File: src/rtl/panel_spi_pkg.sv
package panel_spi_pkg;

    typedef enum logic [1:0] {
        OP_WRITE      = 2'b00,
        OP_POWER_UP   = 2'b01,
        OP_RESUME     = 2'b10,
        OP_POWER_DOWN = 2'b11
    } op_kind_t;

    localparam logic [7:0]  LEAD_INDEX = 8'h74;
    localparam logic [7:0]  LEAD_DATA  = 8'h76;
    localparam logic [7:0]  REG_SHUT   = 8'h11;
    localparam logic [7:0]  REG_DRVOUT = 8'h01;
    localparam logic [15:0] SHUT_ON    = 16'h0000;
    localparam logic [15:0] SHUT_OFF   = 16'h0001;
    localparam logic [15:0] DRV_BASE   = 16'h2AEF;

endpackage

File: src/rtl/panel_spi_frame.sv
module panel_spi_frame #(
    parameter int HALF_DIV   = 2,
    parameter int FRAME_BITS = 24
) (
    input  logic                  clk,
    input  logic                  rst_n,
    input  logic                  start,
    input  logic [FRAME_BITS-1:0] word,
    output logic                  idle,
    output logic                  frame_done,
    output logic                  sck,
    output logic                  mosi,
    output logic                  cs_n
);

    localparam int CW = $clog2(2 * HALF_DIV + 1);
    localparam int BW = $clog2(FRAME_BITS);
    localparam logic [CW-1:0] HALF_M1 = CW'(HALF_DIV - 1);
    localparam logic [CW-1:0] GAP_M1  = CW'(2 * HALF_DIV - 1);
    localparam logic [BW-1:0] LAST_BIT = BW'(FRAME_BITS - 1);

    typedef enum logic [2:0] {FIDLE, FLOW, FHIGH, FHOLD, FGAP} fstate_t;

    fstate_t               state;
    logic [CW-1:0]         div_cnt;
    logic [BW-1:0]         bit_cnt;
    logic [FRAME_BITS-1:0] shreg;
    logic                  tick;

    always_comb begin
        tick = (state == FGAP) ? (div_cnt == GAP_M1) : (div_cnt == HALF_M1);
    end

    // state register process
    always_ff @(posedge clk or negedge rst_n) begin
        if (!rst_n) begin
            state      <= FIDLE;
            div_cnt    <= '0;
            bit_cnt    <= '0;
            shreg      <= '0;
            frame_done <= 1'b0;
        end else begin
            frame_done <= 1'b0;
            if (state == FIDLE || tick) div_cnt <= '0;
            else                        div_cnt <= div_cnt + 1'b1;
            unique case (state)
                FIDLE: if (start) begin
                    shreg   <= word;
                    bit_cnt <= '0;
                    state   <= FLOW;
                end
                FLOW:  if (tick) state <= FHIGH;
                FHIGH: if (tick) begin
                    if (bit_cnt == LAST_BIT) begin
                        state <= FHOLD;
                    end else begin
                        shreg   <= {shreg[FRAME_BITS-2:0], 1'b0};
                        bit_cnt <= bit_cnt + 1'b1;
                        state   <= FLOW;
                    end
                end
                FHOLD: if (tick) state <= FGAP;
                FGAP:  if (tick) begin
                    frame_done <= 1'b1;
                    state      <= FIDLE;
                end
                default: state <= FIDLE;
            endcase
        end
    end

    // output process
    always_comb begin
        idle = (state == FIDLE);
        sck  = (state == FHIGH);
        cs_n = (state == FIDLE) || (state == FGAP);
        mosi = shreg[FRAME_BITS-1];
    end

    AST_SCK_IDLE_LOW: assert property (@(posedge clk) disable iff (!rst_n)
        cs_n |-> !sck);

    AST_MOSI_HOLD_HIGH: assert property (@(posedge clk) disable iff (!rst_n)
        sck |-> $stable(mosi));

endmodule

File: src/rtl/panel_spi_ctrl.sv
module panel_spi_ctrl
    import panel_spi_pkg::*;
#(
    parameter logic [15:0] MODE_MASK = 16'h3C00
) (
    input  logic        clk,
    input  logic        rst_n,
    input  logic        op_valid,
    input  logic [1:0]  op_kind,
    input  logic [7:0]  op_reg,
    input  logic [15:0] op_value,
    input  logic [15:0] op_mode,
    output logic        op_ready,
    output logic        busy,
    output logic        done,
    output logic        frm_start,
    output logic [23:0] frm_word,
    input  logic        frm_done,
    input  logic        frm_idle
);

    typedef enum logic [1:0] {C_IDLE, C_LOAD, C_INDEX, C_DATA} cstate_t;

    cstate_t     state;
    op_kind_t    kind_q;
    logic [7:0]  reg_q;
    logic [15:0] val_q;
    logic [15:0] mode_q;
    logic        step_q;
    logic [7:0]  cur_reg;
    logic [15:0] cur_val;
    logic        last_step;

    // register and value written at the current step of the operation
    always_comb begin
        cur_reg = reg_q;
        cur_val = val_q;
        unique case (kind_q)
            OP_WRITE: begin
                cur_reg = reg_q;
                cur_val = val_q;
            end
            OP_POWER_UP: begin
                cur_reg = step_q ? REG_DRVOUT : REG_SHUT;
                cur_val = step_q ? mode_q : SHUT_ON;
            end
            OP_RESUME: begin
                cur_reg = step_q ? REG_SHUT : REG_DRVOUT;
                cur_val = step_q ? SHUT_ON : mode_q;
            end
            OP_POWER_DOWN: begin
                cur_reg = REG_SHUT;
                cur_val = SHUT_OFF;
            end
            default: ;
        endcase
        last_step = (kind_q == OP_WRITE) || (kind_q == OP_POWER_DOWN) || step_q;
    end

    // state register process
    always_ff @(posedge clk or negedge rst_n) begin
        if (!rst_n) begin
            state  <= C_IDLE;
            kind_q <= OP_WRITE;
            reg_q  <= '0;
            val_q  <= '0;
            mode_q <= '0;
            step_q <= 1'b0;
        end else begin
            unique case (state)
                C_IDLE: if (op_valid) begin
                    kind_q <= op_kind_t'(op_kind);
                    reg_q  <= op_reg;
                    val_q  <= op_value;
                    mode_q <= (DRV_BASE & ~MODE_MASK) | (op_mode & MODE_MASK);
                    step_q <= 1'b0;
                    state  <= C_LOAD;
                end
                C_LOAD:  state <= C_INDEX;
                C_INDEX: if (frm_done) state <= C_DATA;
                C_DATA:  if (frm_done) begin
                    if (last_step) begin
                        state <= C_IDLE;
                    end else begin
                        step_q <= 1'b1;
                        state  <= C_LOAD;
                    end
                end
                default: state <= C_IDLE;
            endcase
        end
    end

    // output process
    always_comb begin
        op_ready  = (state == C_IDLE);
        busy      = (state != C_IDLE);
        done      = (state == C_DATA) && frm_done && last_step;
        frm_start = (state == C_LOAD) || ((state == C_INDEX) && frm_done);
        frm_word  = (state == C_LOAD) ? {LEAD_INDEX, 8'h00, cur_reg}
                                      : {LEAD_DATA, cur_val};
    end

    AST_START_WHEN_IDLE: assert property (@(posedge clk) disable iff (!rst_n)
        frm_start |-> frm_idle);

    AST_ACCEPT_GOES_BUSY: assert property (@(posedge clk) disable iff (!rst_n)
        (op_valid && op_ready) |=> busy);

    AST_DONE_DESELECTED: assert property (@(posedge clk) disable iff (!rst_n)
        done |-> frm_idle);

    AST_DONE_ONE_PULSE: assert property (@(posedge clk) disable iff (!rst_n)
        done |=> !done);

endmodule

File: src/rtl/panel_spi_regwr.sv
module panel_spi_regwr #(
    parameter int          HALF_DIV  = 2,
    parameter logic [15:0] MODE_MASK = 16'h3C00
) (
    input  logic        clk,
    input  logic        rst_n,
    input  logic        op_valid,
    output logic        op_ready,
    input  logic [1:0]  op_kind,
    input  logic [7:0]  op_reg,
    input  logic [15:0] op_value,
    input  logic [15:0] op_mode,
    output logic        busy,
    output logic        done,
    output logic        spi_sck,
    output logic        spi_mosi,
    output logic        spi_cs_n
);

    localparam int FRAME_BITS = 24;

    logic                  frm_start;
    logic [FRAME_BITS-1:0] frm_word;
    logic                  frm_done;
    logic                  frm_idle;

    panel_spi_ctrl #(.MODE_MASK(MODE_MASK)) u_ctrl (
        .clk       (clk),
        .rst_n     (rst_n),
        .op_valid  (op_valid),
        .op_kind   (op_kind),
        .op_reg    (op_reg),
        .op_value  (op_value),
        .op_mode   (op_mode),
        .op_ready  (op_ready),
        .busy      (busy),
        .done      (done),
        .frm_start (frm_start),
        .frm_word  (frm_word),
        .frm_done  (frm_done),
        .frm_idle  (frm_idle)
    );

    panel_spi_frame #(.HALF_DIV(HALF_DIV), .FRAME_BITS(FRAME_BITS)) u_frame (
        .clk        (clk),
        .rst_n      (rst_n),
        .start      (frm_start),
        .word       (frm_word),
        .idle       (frm_idle),
        .frame_done (frm_done),
        .sck        (spi_sck),
        .mosi       (spi_mosi),
        .cs_n       (spi_cs_n)
    );

endmodule

File: config.mk
export PLATFORM = sky130hd
export DESIGN_NAME = panel_spi_regwr
export DESIGN_NICKNAME = d
export VERILOG_FILES = /design/src/rtl/panel_spi_pkg.sv /design/src/rtl/panel_spi_frame.sv /design/src/rtl/panel_spi_ctrl.sv /design/src/rtl/panel_spi_regwr.sv
export SDC_FILE = /design/constraint.sdc
export NUM_CORES = 1
export LEC_CHECK = 0
export BUFFER_PORTS_ARGS = -buffer_cell sky130_fd_sc_hd__buf_4
export CORE_MARGIN = 2
export CORE_UTILIZATION = 44
export CTS_CLUSTER_SIZE = 30
export DETAILED_ROUTE_END_ITERATION = 7
export HOLD_SLACK_MARGIN = 0.12
export SETUP_SLACK_MARGIN = 0.3
export SLEW_MARGIN = 0
export SYNTH_ARGS = -nofsm -noshare
export SYNTH_HDL_FRONTEND = slang
export SYNTH_HIERARCHICAL = 1
export SYNTH_SLANG_ARGS = --single-unit
export TNS_END_PERCENT = 30
File: constraint.sdc
create_clock -name clk -period 2.7 [get_ports clk]
set_clock_uncertainty 0.05 [all_clocks]
set_input_delay 0.54 -clock clk [delete_from_list [all_inputs] [get_ports clk]]
set_output_delay 0.54 -clock clk [all_outputs]
set_load 0.01 [all_outputs]
---- After elaboration in Yosys (flattened, before gate mapping) ----
Cells that the tools add are included.
storage, ports and cells
  register bits ........................... 77
  latch bits .............................. 0
  bits in writable memories ............... 0
  ROM bits ................................ 0
  input bits .............................. 45
  output and inout port bits .............. 6
  word-level logic and storage cells ...... 90
  memories ................................ 0
operators by class
  add/subtract/negate cells ............... 2
  multipliers ............................. 0
  divide/modulo/power cells ............... 0
  order comparisons ....................... 0
  equal/unequal tests ..................... 23
  shift-type cells ........................ 0
  muxes and demuxes ....................... 35
  bitwise logic cells ..................... 0
  reductions and logical operators ........ 19
operators with widths
  cell                   number
  $mux W24               3
  $pmux W16 S4           1
  $pmux W24 S2           1
  $pmux W8 S4            1
  $mux W14               2
  $mux W5                5
  $mux W18               1
  $mux W3                6
  $pmux W3 S5            1
  $ne A2 B1 Y1 const B   6
  $pmux W5 S2            1
  $eq A3 B2 Y1 const B   3
  $eq A2 B2 Y1 const B   4
  $mux W2                4
  $ne A2 B2 Y1 const B   4
  $pmux W2 S4            1
  $reduce_and A4 Y1      2
  $mux W1                7
  $eq A3 B1 Y1 const B   2
  $reduce_bool A2 Y1     3
  $add A5 B1 Y5 const B  1
  $eq A5 B5 Y1 const B   1
  $logic_or A1 B1 Y1     5
  $reduce_and A5 Y1      1
  9 further kinds        13

---- Logic depth before layout (Yosys ltp) ----
Gate-level depths: netlist of run 1.
  depth in word-level cells ............... 6
  mapped depth ............................ 11
  depth with buffers taken out ............ 8

---- Hierarchy ----
The synthesis of run 1 kept the hierarchy.
by module, submodules not included
  module           times used  cells each  area an instance (µm²)  seq. area each (µm²)
  panel_spi_frame  1           156         1776.7                  900.9
  panel_spi_ctrl   1           150         1769.2                  850.8

---- Least setup slack after synthesis of run 1 ----
OpenSTA, ideal clock, no wires.
  path type ............................... register -> register
  from .................................... register u_ctrl.state[1]
  to ...................................... register u_frame.shreg[1]
  setup time .............................. 119 ps
  arrival time ............................ 2152 ps
  data required time ...................... 2531 ps
  setup slack ............................. 380 ps
  stages on the path, launching flop included .. 11
  path buffers ............................ 3
  period minus slack after synthesis ...... 2320 ps
  path through ............................ dfrtp_1 > inv_1 > ha_1 > buf_2 > inv_1 > nand2_1 > or4b_4 > buf_6 > clkbuf_1 > o22a_1 > o21a_1
between the ends
  longest elaborated chain between the ends .. 5
  elaborated cells between the ends (all ways) .. 9
  those cells by class .................... eq/ne: 3; mux: 3; reduce/logical: 3
RTL lines
  element                               RTL line               text
  start: declaration                    panel_spi_ctrl.sv:24   cstate_t state;
  start signal: assignment              panel_spi_ctrl.sv:63   state <= C_IDLE;
  start signal: assignment              panel_spi_ctrl.sv:77   state <= C_LOAD;
  start signal: assignment              panel_spi_ctrl.sv:79   C_LOAD: state <= C_INDEX;
  $eq A2 B2 Y1                          panel_spi_ctrl.sv:99   frm_start = (state == C_LOAD) || ((state == C_INDEX) && frm_done);
  $logic_and A1 B1 Y1                   panel_spi_ctrl.sv:99
  $logic_or A1 B1 Y1 *                  panel_spi_ctrl.sv:99
  via frm_start                         panel_spi_regwr.sv:22  logic frm_start;
  $ne A2 B2 Y1 (no source line) *       -
  $reduce_and A4 Y1 (no source line) *  -
  end signal: assignment                panel_spi_frame.sv:48  shreg <= word;
  end signal: assignment                panel_spi_frame.sv:57  shreg <= {shreg[FRAME_BITS-2:0], 1'b0};
  end: declaration                      panel_spi_frame.sv:27  logic [FRAME_BITS-1:0] shreg;
Mark *: on every way through the listed nets, which the timed path passes. The rest lies on a longest branch. The select of a mux whose other input is x is not followed.
A chain may end at the register's enable or synchronous reset.

---- Worst setup path after layout of run 1 ----
  from .................................... register u_frame.state[1]
  to ...................................... output port spi_sck
between the ends
  longest elaborated chain between the ends .. 1
RTL lines
  element                   RTL line               text
  start: declaration        panel_spi_frame.sv:24  fstate_t state;
  start signal: assignment  panel_spi_frame.sv:37  state <= FIDLE;
  start signal: assignment  panel_spi_frame.sv:50  state <= FLOW;
  start signal: assignment  panel_spi_frame.sv:52  FLOW: if (tick) state <= FHIGH;
  $eq A3 B2 Y1              panel_spi_frame.sv:75  sck = (state == FHIGH);
  end: declaration          panel_spi_regwr.sv:15  output logic spi_sck,
Every way passes these cells.

==> key figures, run 1 <==
Run status
  • Result of the run: completed

Final layout
  • Nets@finish: around 390
  • Commonest non-fill, non-tap cell in the layout: dfrtp_1
  • Final Cell Area: ~4000 µm²
  • Final core utilization: around half
  • Most frequent cells in the layout: dfrtp_1 (70), buf_4 (42), mux2_2 (37)
  • Synthesis-to-layout area growth: 13.16%
  • Layout cells sized above 1: 30.23%
  • Diode count: 0

Setup path
  • CP required: 2.11 ns
  • Worst Path Arrival: around 1.7 ns
  • FF-to-FF Start: u_frame/state[1]$_DFFE_PN0P_
  • Critical path type: register to output pin
  • Critical Path Sink Type: output pin
  • Crit path from: u_frame/state[1]$_DFFE_PN0P_
  • Type of origin of the critical path: register
  • Reg2Reg Depth: 5
  • Critical path peak fanout: 14

Floorplan
  • Core box area: just under 8000 µm²
  • Num ports: 51
  • Die Ht: around 94 µm
  • Die Wd: 93.77 µm
  • Die footprint: between 8000 and 9000 µm²
  • FP Rows: 32
  • Initial Util: a little under half

Placed design
  • Port bufs: 38
  • Placed cell area: roughly 3800 µm²
  • Gpl congestion: around 0.75
  • DP HPWL: ~4300 µm

Synthesis
  • Avg Cell Area, Syn: between 10 and 15 µm²
  • Synth Area in Adders: ~3.5%
  • Leading area contributor after synthesis: dfrtp_1
  • Syn Inst Count: between 300 and 400
  • EDFF count, synth: 0
  • Post-synthesis cell area: about 3500 µm²
  • Mux share of post-synthesis cell area: ~13%
  • Simple-gate share of the synthesized area: between 10 and 15%
  • Seq/Total Area, Yosys: around half
  • Yosys warns: 6
  • Yosys cell types: 50
  • Synth async-reset ratio: 100.0%
  • Yosys reg bits: 70
  • Area share of the largest cell type after synthesis: between 40 and 50%
  • Top post-synthesis cells by area: dfrtp_1 (49%), mux2_2 (12%), o22a_1 (5.7%)
  • Post-synthesis xor/xnor area fraction: less than 1%
  • Largest family of logic cells by synthesized area: compound AO/OA/AOI/OAI gates
  • Main synth FF type: dfrtp_1
  • Synth Area in Compound Gates: roughly 18%

CTS
  • CTS HTree Levels: 3
  • Clock Tree Buf Depth: 2
  • Post-CTS Resized: 0
  • Latest clock arrival within the worst-skew pair: roughly 0.35 ns
  • Number of CTS-inserted buffers: 9
  • CTS tree: done
  • Clk pin slew, worst setup/hold paths: approximately 0.08 ns
  • Hold Buf Count CTS: 0
  • Setup Buffers After CTS: 0
  • CTS sink cnt: 70
  • Root Buffer: clkbuf_8

Routing
  • DRT Wirelength: around 6500 µm
  • Wire length per cell: 14.68 µm
  • Routed Antenna Nets: 0
  • TritonRoute pass-1 iters: 4
  • Drt drc: 0
  • Vias/cell: roughly 5.3
  • Number of DRC markers in iteration 0: 67
  • Routed via count: about 2,400

Hold path
  • HP Class: input port to async pin

STA
  • Worst Tran Pin Value: 0.8759 ns
  • RSZ-0062 raised after global routing: false
  • Setup TNS: 0 ns
  • Max Fclk: ~450 MHz
  • Period utilization: approximately 83%
  • Final Max Slew Viols: 0
  • Tmin final: between 2 and 2.5 ns
  • Slew HR: a little over two fifths
  • Setup violations, final: 0
  • Final Hold Viols: 0

Global route
  • GRT Overall Usage: between 10% and 20%
  • Antenna violations before repair: 0
  • Met2 Usage GRT: between 20% and 30%
  • Largest net degree at the start of global routing: slightly above 70
  • GRT met1 Usage: approximately 22%
  • Number of global-route vias before repair: approximately 2,300
  • GRT met3 Usage: under 10%
  • Global routing's busiest layer: met2
  • Global-route wire length before repair: 11,180 µm
  • GRT overflow: 0

Job
  • Max Cap Viol: 0

Power
  • Pwr/cell area: 461.7 nW/µm²
  • VDD IR-drop max: ~0.24 mV
  • LEAKAGE: approximately 0.0020 µW
==> report_power, final <==
group	internal (µW)	total, µW	switching [µW]	leakage, µW
sequential	1050	1050	0	0.000968
clock	334	749	416	0.0000816
combinational	29.2	55.9	26.7	0.000910
==> synthesized netlist by cell type (6+ instances only) <==
| library cell | count |
|---|---|
| dfrtp_1 | 70 |
| nand2_1 | 25 |
| ha_1 | 10 |
| nor2_1 | 6 |
| mux2_2 | 37 |
| buf_2 | 8 |
| o21a_1 | 23 |
| buf_4 | 7 |
| o22a_1 | 23 |
| inv_1 | 9 |
| a21oi_1 | 8 |
==> metal layers <==
metal  wire length, µm  vias up
li1                  -     1155
met1              3150     1173
met2              3012       35
met3               230       13
met4               153        0
met5                 0        -
==> per-stage QoR <==
step	power [µW]	hold WS, ns	worst slack (ns)	std cells
after floorplan	1078	0.1944	0.3797	311
after global placement	1126	0.3919	0.4842	430
after detailed placement	1127	0.3976	0.4756	430
after CTS	1887	0.2815	0.4341	446
after global routing	1940	0.3217	0.3125	446
final	1853	0.2406	0.4566	446
==> kinds of logic (layout without fill, tap and decap cells) <==
| logic type | Yosys count | in the layout |
|---|---|---|
| AOI/OAI and AO/OA | 82 | 82 |
| xor gates and xnor gates | 1 | 1 |
| adders and majority gates | 10 | 10 |
| buffers and inverters | 35 | 68 |
| DFF | 70 | 70 |
| muxes | 41 | 41 |
| other | 2 | 7 |
| and+or+nand+nor | 65 | 65 |
==> layout make-up <==
class / instances / area, µm²
clock inverter: 7 / 50.05
clock buffer: 9 / 123.9
timing repair buffer: 42 / 315.3
sequential: 70 / 1752
fill: 745 / 3755
tap: 102 / 127.6
inverter: 10 / 38.79
multi-input combinational: 206 / 1605
==> state kept, by name, indices dropped and copies added (netlist names) <==
name / cells
u_ctrl/mode_q: 5
u_ctrl/val_q: 16
u_ctrl/reg_q: 8
u_frame/frame_done: 1
u_ctrl/state: 2
u_frame/bit_cnt: 5
u_frame/state: 3
u_frame/div_cnt: 3
u_ctrl/step_q: 1
u_ctrl/kind_q: 2
u_frame/shreg: 24
==> path summary, 6_finish.rpt <==
kind	end	slack [ns]
worst max-delay path	spi_sck	0.46
worst min-delay path	u_ctrl/reg_q[3]$_DFFE_PN0P_	0.24
worst max register to register	u_frame/shreg[16]$_DFFE_PN0P_	0.46
worst min register to register	u_ctrl/mode_q[9]$_DFFE_PN0P_	0.41
max in group asynchronous	u_frame/shreg[14]$_DFFE_PN0P_	1.78
min in group clk	u_ctrl/reg_q[3]$_DFFE_PN0P_	0.37
==> critical path: stages (launching register included) <==
cell and delay [ns]:
dfrtp_1 0.57, or3b_1 0.45, clkinv_2 0.15, buf_4 0.14
Note: power is estimated with default switching activity, not from simulation.
==> inputs of run 2 (changes only) <==
clock period = 2.3 ns   (was 2.7 ns; I/O delays follow)
==> run 2 against run 1 <==
Against the previous run: total power up 22%; routed wire length up 2.3%; worst hold slack better by 0.053 ns; cell count up 3.8%; first-iteration DRC count up 54%; clock-buffer cell count up 2; setup slack worse by 0.10 ns; sequential share of layout area down 2.4 points; register-to-register slack worse by 0.10 ns; clock power up 29%; global-route usage up 0.21 points; largest cell class unchanged; critical endpoint is now u_frame/shreg[23]$_DFFE_PN0P_.
==> key figures, run 2 (synthesized netlist as in run 1, its figures left out) <==
STA
  • Tmin final: a little under 2 ns
  • Hold_ws: 0.2940 ns (+0.05343 ns)
  • Final Hold Viols: 0 (unchanged)
  • Max Fclk: 513.6 MHz
  • Period utilization: around 85%
  • Worst Tran Pin Value: 0.5326 ns (-0.3433 ns)
  • Setup WS post-layout: 0.3530 ns (-0.1036 ns)
  • Final Max Slew Viols: 0 (unchanged)
  • Setup violations, final: 0 (unchanged)
  • Setup TNS: 0 ns (unchanged)
  • Slew HR: 64.22% (+23 points)
  • RSZ-0062 raised after global routing: true

Routing
  • DRT Wirelength: 6695 µm (+2.3%)
  • Routed Antenna Nets: 0 (unchanged)
  • Wire length per cell: 14.46 µm (-1.5%)
  • Vias/cell: 5.220 (-2.0%)
  • Number of DRC markers in iteration 0: 103 (+54%)
  • Routed via count: 2,417 (+1.7%)
  • TritonRoute pass-1 iters: 4 (unchanged)
  • Drt drc: 0 (unchanged)

Floorplan
  • Num ports: 51 (unchanged)
  • Die footprint: 8793 µm² (unchanged)
  • Core box area: 7767 µm² (unchanged)
  • Initial Util: 45.65% (unchanged)
  • FP Rows: 32 (unchanged)
  • Die Ht: 93.77 µm (unchanged)
  • Die Wd: 93.77 µm (unchanged)

Setup path
  • CP required: 2.53 ns (+0.42 ns)
  • Critical path peak fanout: 8 (-6)
  • Critical path type: register to register
  • Critical Path Sink Type: register
  • Worst Path Arrival: 2.18 ns (+0.53 ns)
  • Type of origin of the critical path: register

Final layout
  • Most frequent cells in the layout: dfrtp_1 (68), buf_4 (53), mux2_2 (37)
  • Nets@finish: 412 (+4.6%)
  • Commonest non-fill, non-tap cell in the layout: dfrtp_1
  • Final Cell Area: 4250 µm² (+5.9%)
  • Synthesis-to-layout area growth: 19.87%
  • Layout cells sized above 1: 36.01% (+5.8 points)
  • Largest Register: u_frame/shreg
  • Regs by FF count: u_frame/shreg (24), u_ctrl/val_q (16), u_ctrl/reg_q (8)
  • Diode count: 0 (unchanged)
  • Max FFs per register: 24 (unchanged)

CTS
  • CTS HTree Levels: 3 (unchanged)
  • CTS sink cnt: 70 (unchanged)
  • CTS tree: done
  • Root Buffer: clkbuf_8
  • Clk pin slew, worst setup/hold paths: 0.07 ns (about the same)
  • Latest clock arrival within the worst-skew pair: 0.34 ns (about the same)
  • Number of CTS-inserted buffers: 9 (unchanged)
  • Clock Tree Buf Depth: 2 (unchanged)

Global route
  • Number of global-route vias before repair: 2,405 (+2.6%)
  • GRT Overall Usage: 16.68% (+0.21 points)
  • Global-route wire length before repair: 11,390 µm (+1.9%)
  • GRT overflow: 0 (unchanged)
  • Antenna violations before repair: 0 (unchanged)
  • Largest net degree at the start of global routing: 46 (-35%)

Power
  • Sw Share: 21.04% (-2.8 points)
  • Power share of the sequential group: 54.3% (-2.2 points)
  • Net switching power: 477.1 µW (+7.9%)
  • Internal power: 1790 µW (+27%)
  • Total power draw: 2267 µW (+22%)
  • LEAKAGE: 0.002077 µW (+6.0%)
  • Pwr/cell area: 533.5 nW/µm² (+16%)
  • Combinational Power Share: 3.1% (about the same)
  • Clk pwr share: 42.6% (+2.2 points)
  • VDD IR-drop max: 0.3371 mV (+40%)

Placed design
  • Pre-CTS setup slack: 0.1822 ns (-0.2934 ns)
  • Placed cell area: 3939 µm² (+2.6%)
  • DP HPWL: 4423 µm (+2.2%)
  • Port bufs: 38 (unchanged)
  • Gpl congestion: 0.7457 (-0.98%)

Job
  • Max Cap Viol: 0 (unchanged)

Run status
  • Result of the run: completed

Hold path
  • HP Class: input port to register
[run 2: cell types whose count changed in the layout (fill, tap and decap cells not counted), sizes merged]
| cell | before | now |
|---|---|---|
| buf | 42 | 58 |
| bufinv | 0 | 1 |
| clkbuf | 9 | 11 |
| clkinv | 4 | 3 |
| clkinvlp | 3 | 1 |
| dlygate4sd3 | 0 | 1 |
| inv | 10 | 9 |
| nor2 | 8 | 9 |
[run 2: through the flow]
| step | utilization, % | std cells |
|---|---|---|
| finish | 54.72 | 463 |
| global route | 54.72 | 463 |
| CTS | 54.22 | 459 |
| detailed placement | 50.71 | 437 |
| global placement | 50.71 | 437 |
| floorplan | - | 311 |
[run 2: power by group through the flow]
stage	logic (µW)	clock network [µW]	registers, µW
2_1_floorplan	10.6	0	1250
3_3_place_gp	72.5	0	1250
3_5_place_dp	72.8	0	1250
4_1_cts	74.3	1000	1230
5_1_grt	80.7	1050	1230
6_report	70.9	966	1230
[run 2: final cells by class]
class	count	area [µm²]
inverters	10	41.29
repair buffers	59	490.5
multi-input cells	207	1648
fillers	705	3517
clock buffers	11	141.4
clock inverters	4	47.55
flip-flops and latches	70	1754
well taps	102	127.6
[run 2: worst max-delay path, cell delays in order (launching register included)]
cell      delay, ns
dfrtp_1        0.39
inv_2          0.08
ha_2           0.19
nand2_2        0.06
nand2_4        0.08
or4b_4         0.47
a21boi_4       0.20
nor2_4         0.14
buf_12         0.13
o21a_1         0.10
[run 2: routing by layer]
metal	track usage [%]	wire length, µm
met3	4.254	241
met4	6.522	102
met1	21.94	3289
met2	26.43	3062
met5	0	0
[run 2: path summary, 6_finish.rpt]
path	end	startpoint	slack (ns)	cells after the start
worst min-delay path	u_ctrl/mode_q[12]$_DFFE_PN0P_	op_mode[12]	0.29	2
worst min register to register	u_ctrl/mode_q[9]$_DFFE_PN0P_	u_ctrl/mode_q[9]$_DFFE_PN0P_	0.42	1
min in group asynchronous	u_ctrl/reg_q[2]$_DFFE_PN0P_	rst_n	0.51	2
max in group asynchronous	u_frame/state[2]$_DFFE_PN0P_	rst_n	1.12	3
worst max register to register	u_frame/shreg[23]$_DFFE_PN0P_	u_ctrl/state[0]$_DFFE_PN0P_	0.35	9
worst max-delay path	u_frame/shreg[23]$_DFFE_PN0P_	u_ctrl/state[0]$_DFFE_PN0P_	0.35	9
[run 2: repair_timing]
action,in CTS,in global routing
endpoints found under the setup margin,26,25
hold buffers,1,0
pin swaps,2,3
setup buffers,5,4
gates cloned,1,0
resized for setup,6,3
hold endpoints to repair,25,0
==> inputs of run 3 (changes only) <==
PLACE_DENSITY = 0.66   (was not set)
clock period = 1.7 ns   (was 2.3 ns; I/O delays follow)
==> run 3 against run 2 <==
Against the previous run: the flow now finishes with violations (setup timing); highest routed layer unchanged; flip-flop and latch count unchanged; maximum frequency about the same; register-to-register slack worse by 0.60 ns; largest power group unchanged; first-iteration DRC count down 1.9%.
==> key figures, run 3 (synthesized netlist as in run 1, its figures left out) <==
Floorplan
  • Die Ht: 93.77 µm (unchanged)
  • Initial Util: 45.65% (unchanged)
  • Die footprint: 8793 µm² (unchanged)
  • Die Wd: 93.77 µm (unchanged)
  • FP Rows: 32 (unchanged)
  • Num ports: 51 (unchanged)
  • Core box area: 7767 µm² (unchanged)

Global route
  • Largest net degree at the start of global routing: 33 (-28%)
  • Global-route wire length before repair: 11,740 µm (+3.1%)
  • GRT met3 Usage: 5.538% (+1.3 points)
  • Number of global-route vias before repair: 2,479 (+3.1%)
  • GRT Overall Usage: 17.31% (+0.63 points)
  • Global routing's busiest layer: met2
  • Antenna violations before repair: 0 (unchanged)
  • GRT met1 Usage: 21.37% (-0.57 points)
  • GRT overflow: 0 (unchanged)
  • Met2 Usage GRT: 28.45% (+2.0 points)

Final layout
  • Commonest non-fill, non-tap cell in the layout: dfrtp_1
  • Multi-input combinational cell area: 1714 µm² (+4.0%)
  • Max FFs per register: 24 (unchanged)
  • Synthesis-to-layout area growth: 28.55%
  • Layout cells sized above 1: 41.47% (+5.5 points)
  • Most frequent cells in the layout: dfrtp_1 (70), buf_4 (64), mux2_2 (33)
  • Nets@finish: 431 (+4.6%)
  • Register area: 1752 µm² (-0.14%)
  • Regs by FF count: u_frame/shreg (24), u_ctrl/val_q (16), u_ctrl/reg_q (8)
  • Largest Register: u_frame/shreg
  • Fillcell total: 681 (-3.4%)
  • Diode count: 0 (unchanged)

CTS
  • CTS sink cnt: 70 (unchanged)
  • CTS tree: done
  • CTS HTree Levels: 3 (unchanged)
  • Latest clock arrival within the worst-skew pair: 0.35 ns (about the same)
  • Number of CTS-inserted buffers: 9 (unchanged)
  • Clk pin slew, worst setup/hold paths: 0.08 ns (about the same)
  • Root Buffer: clkbuf_8
  • Clock Tree Buf Depth: 2 (unchanged)

Placed design
  • Pre-CTS setup slack: -0.2645 ns (-0.4467 ns)
  • DP HPWL: 4689 µm (+6.0%)
  • Port bufs: 38 (unchanged)
  • Gpl congestion: 0.7529 (+0.97%)

Power
  • VDD IR-drop max: 0.3470 mV (+2.9%)
  • Pwr/cell area: 706.6 nW/µm² (+32%)
  • Total power draw: 3221 µW (+42%)
  • LEAKAGE: 0.002242 µW (+7.9%)

STA
  • Max Fclk: 513.9 MHz (about the same)
  • RSZ-0062 raised after global routing: true
  • Final Hold Viols: 0 (unchanged)
  • Final Max Slew Viols: 0 (unchanged)
  • Setup WS post-layout: -0.2459 ns (-0.5989 ns)
  • Worst Tran Pin Value: 0.5912 ns (+0.05855 ns)
  • Setup violations, final: 32 (+32)
  • Slew HR: 60.51% (-3.7 points)
  • Setup TNS: -6.431 ns (-6.431 ns)
  • Tmin final: 1.946 ns (-0.001054 ns)
  • Period utilization: 114.5% (+30 points)

Routing
  • Routed via count: 2,501 (+3.5%)
  • Routed Antenna Nets: 0 (unchanged)
  • DRT Wirelength: 6970 µm (+4.1%)
  • TritonRoute pass-1 iters: 4 (unchanged)
  • Wire length per cell: 14.43 µm (-0.20%)
  • Drt drc: 0 (unchanged)
  • Number of DRC markers in iteration 0: 101 (-1.9%)
  • Vias/cell: 5.178 (-0.81%)

Setup path
  • Worst path cell trace: inv_1, ha_2, nand2_2, nand2_4, or4b_4, a21boi_4, nor2_8, buf_12, o21a_1
  • Critical Path Sink Type: register
  • Critical path peak fanout: 7 (-1)
  • Worst Path Arrival: 2.18 ns (about the same)
  • Critical path type: register to register
  • Capturing point of the worst reg2reg path: u_frame/shreg[1]$_DFFE_PN0P_
  • Crit path buffers/inverters: 2 (unchanged)
  • Flop2flop setup slack: -0.25 ns (-0.60 ns)
  • FF-to-FF Start: u_ctrl/state[0]$_DFFE_PN0P_
  • Reg2Reg Depth: 9 (unchanged)
  • Slowest CP cell: or4b_4
  • CP delay by family, top: simple AND/OR/NAND/NOR gates
  • Type of origin of the critical path: register
  • CP required: 1.93 ns (-0.60 ns)
  • Largest stage delay, worst path: 0.46 ns (about the same)

Hold path
  • Worst Hold Path Cells: 2 (unchanged)
  • HP Class: input port to register
  • Hold Path Sink: u_ctrl/reg_q[6]$_DFFE_PN0P_
  • Origin of the worst min-delay path: op_reg[6]

Job
  • Max Cap Viol: 0 (unchanged)

Run status
  • Failing checks: setup timing
  • Result of the run: finished with violations
-- run 3: changes by cell type in the layout (fill, tap and decap cells not counted), sizes merged --
cell    previous run  this run
buf               58        77
clkinv             3         4
nor2               9         8
bufinv             1         2
-- run 3: power by group --
group / internal, µW / switching [µW]
logic: 56.0 / 45.0
clock network: 823 / 632
registers: 1660 / 0
-- run 3: worst max-delay path by stage --
stage / startpoint / to / depth (start not counted)
after floorplan: u_ctrl/state[1]$_DFFE_PN0P_ / u_frame/shreg[23]$_DFFE_PN0P_ / 11
after global placement: u_ctrl/state[0]$_DFFE_PN0P_ / u_frame/shreg[7]$_DFFE_PN0P_ / 8
after detailed placement: u_ctrl/state[0]$_DFFE_PN0P_ / u_frame/shreg[5]$_DFFE_PN0P_ / 8
after CTS: u_ctrl/state[0]$_DFFE_PN0P_ / u_frame/shreg[21]$_DFFE_PN0P_ / 9
after global routing: u_ctrl/state[1]$_DFFE_PN0P_ / u_frame/shreg[1]$_DFFE_PN0P_ / 9
final: u_ctrl/state[0]$_DFFE_PN0P_ / u_frame/shreg[1]$_DFFE_PN0P_ / 9
-- run 3: worst register-to-register path, cell delays in order, from the launching register on --
cell,delay [ns]
dfrtp_1,0.38
inv_1,0.08
ha_2,0.19
nand2_2,0.06
nand2_4,0.07
or4b_4,0.47
a21boi_4,0.18
nor2_8,0.15
buf_12,0.13
o21a_1,0.13
-- run 3: stage by stage --
step	cell area [µm²]	util, %	instances	hold slack, ns
2_1_floorplan	3595	-	311	-0.005591
3_3_place_gp	4141	53.32	459	0.2483
3_5_place_dp	4141	53.32	459	0.2485
4_1_cts	4487	57.76	480	0.1492
5_1_grt	4558	58.68	483	0.1446
6_report	4558	58.68	483	0.1645
-- run 3: per-layer routing --
| layer | up-vias | share of wire, % |
|---|---|---|
| met2 | 48 | 49 |
| met4 | 0 | 1.7 |
| met1 | 1213 | 45 |
| met5 | - | 0 |
| li1 | 1230 | - |
| met3 | 10 | 4.0 |
-- run 3: final cells by class --
| type | count | area share (%) |
|---|---|---|
| multi-input cells | 206 | 37.61 |
| clock inverters | 6 | 1.894 |
| repair buffers | 79 | 15.48 |
| flip-flops and latches | 70 | 38.43 |
| well taps | 102 | 2.800 |
| inverters | 10 | 0.9882 |
| clock buffers | 10 | 2.800 |
-- run 3: repair_timing --
action                                  in CTS  in global routing
buffers inserted                             4                  2
gates cloned                                 0                  1
pin swaps                                    4                  9
hold buffers                                 1                  0
endpoints found under the setup margin      69                 71
gates resized for setup                     23                  9
endpoints found under the hold margin       27                  0
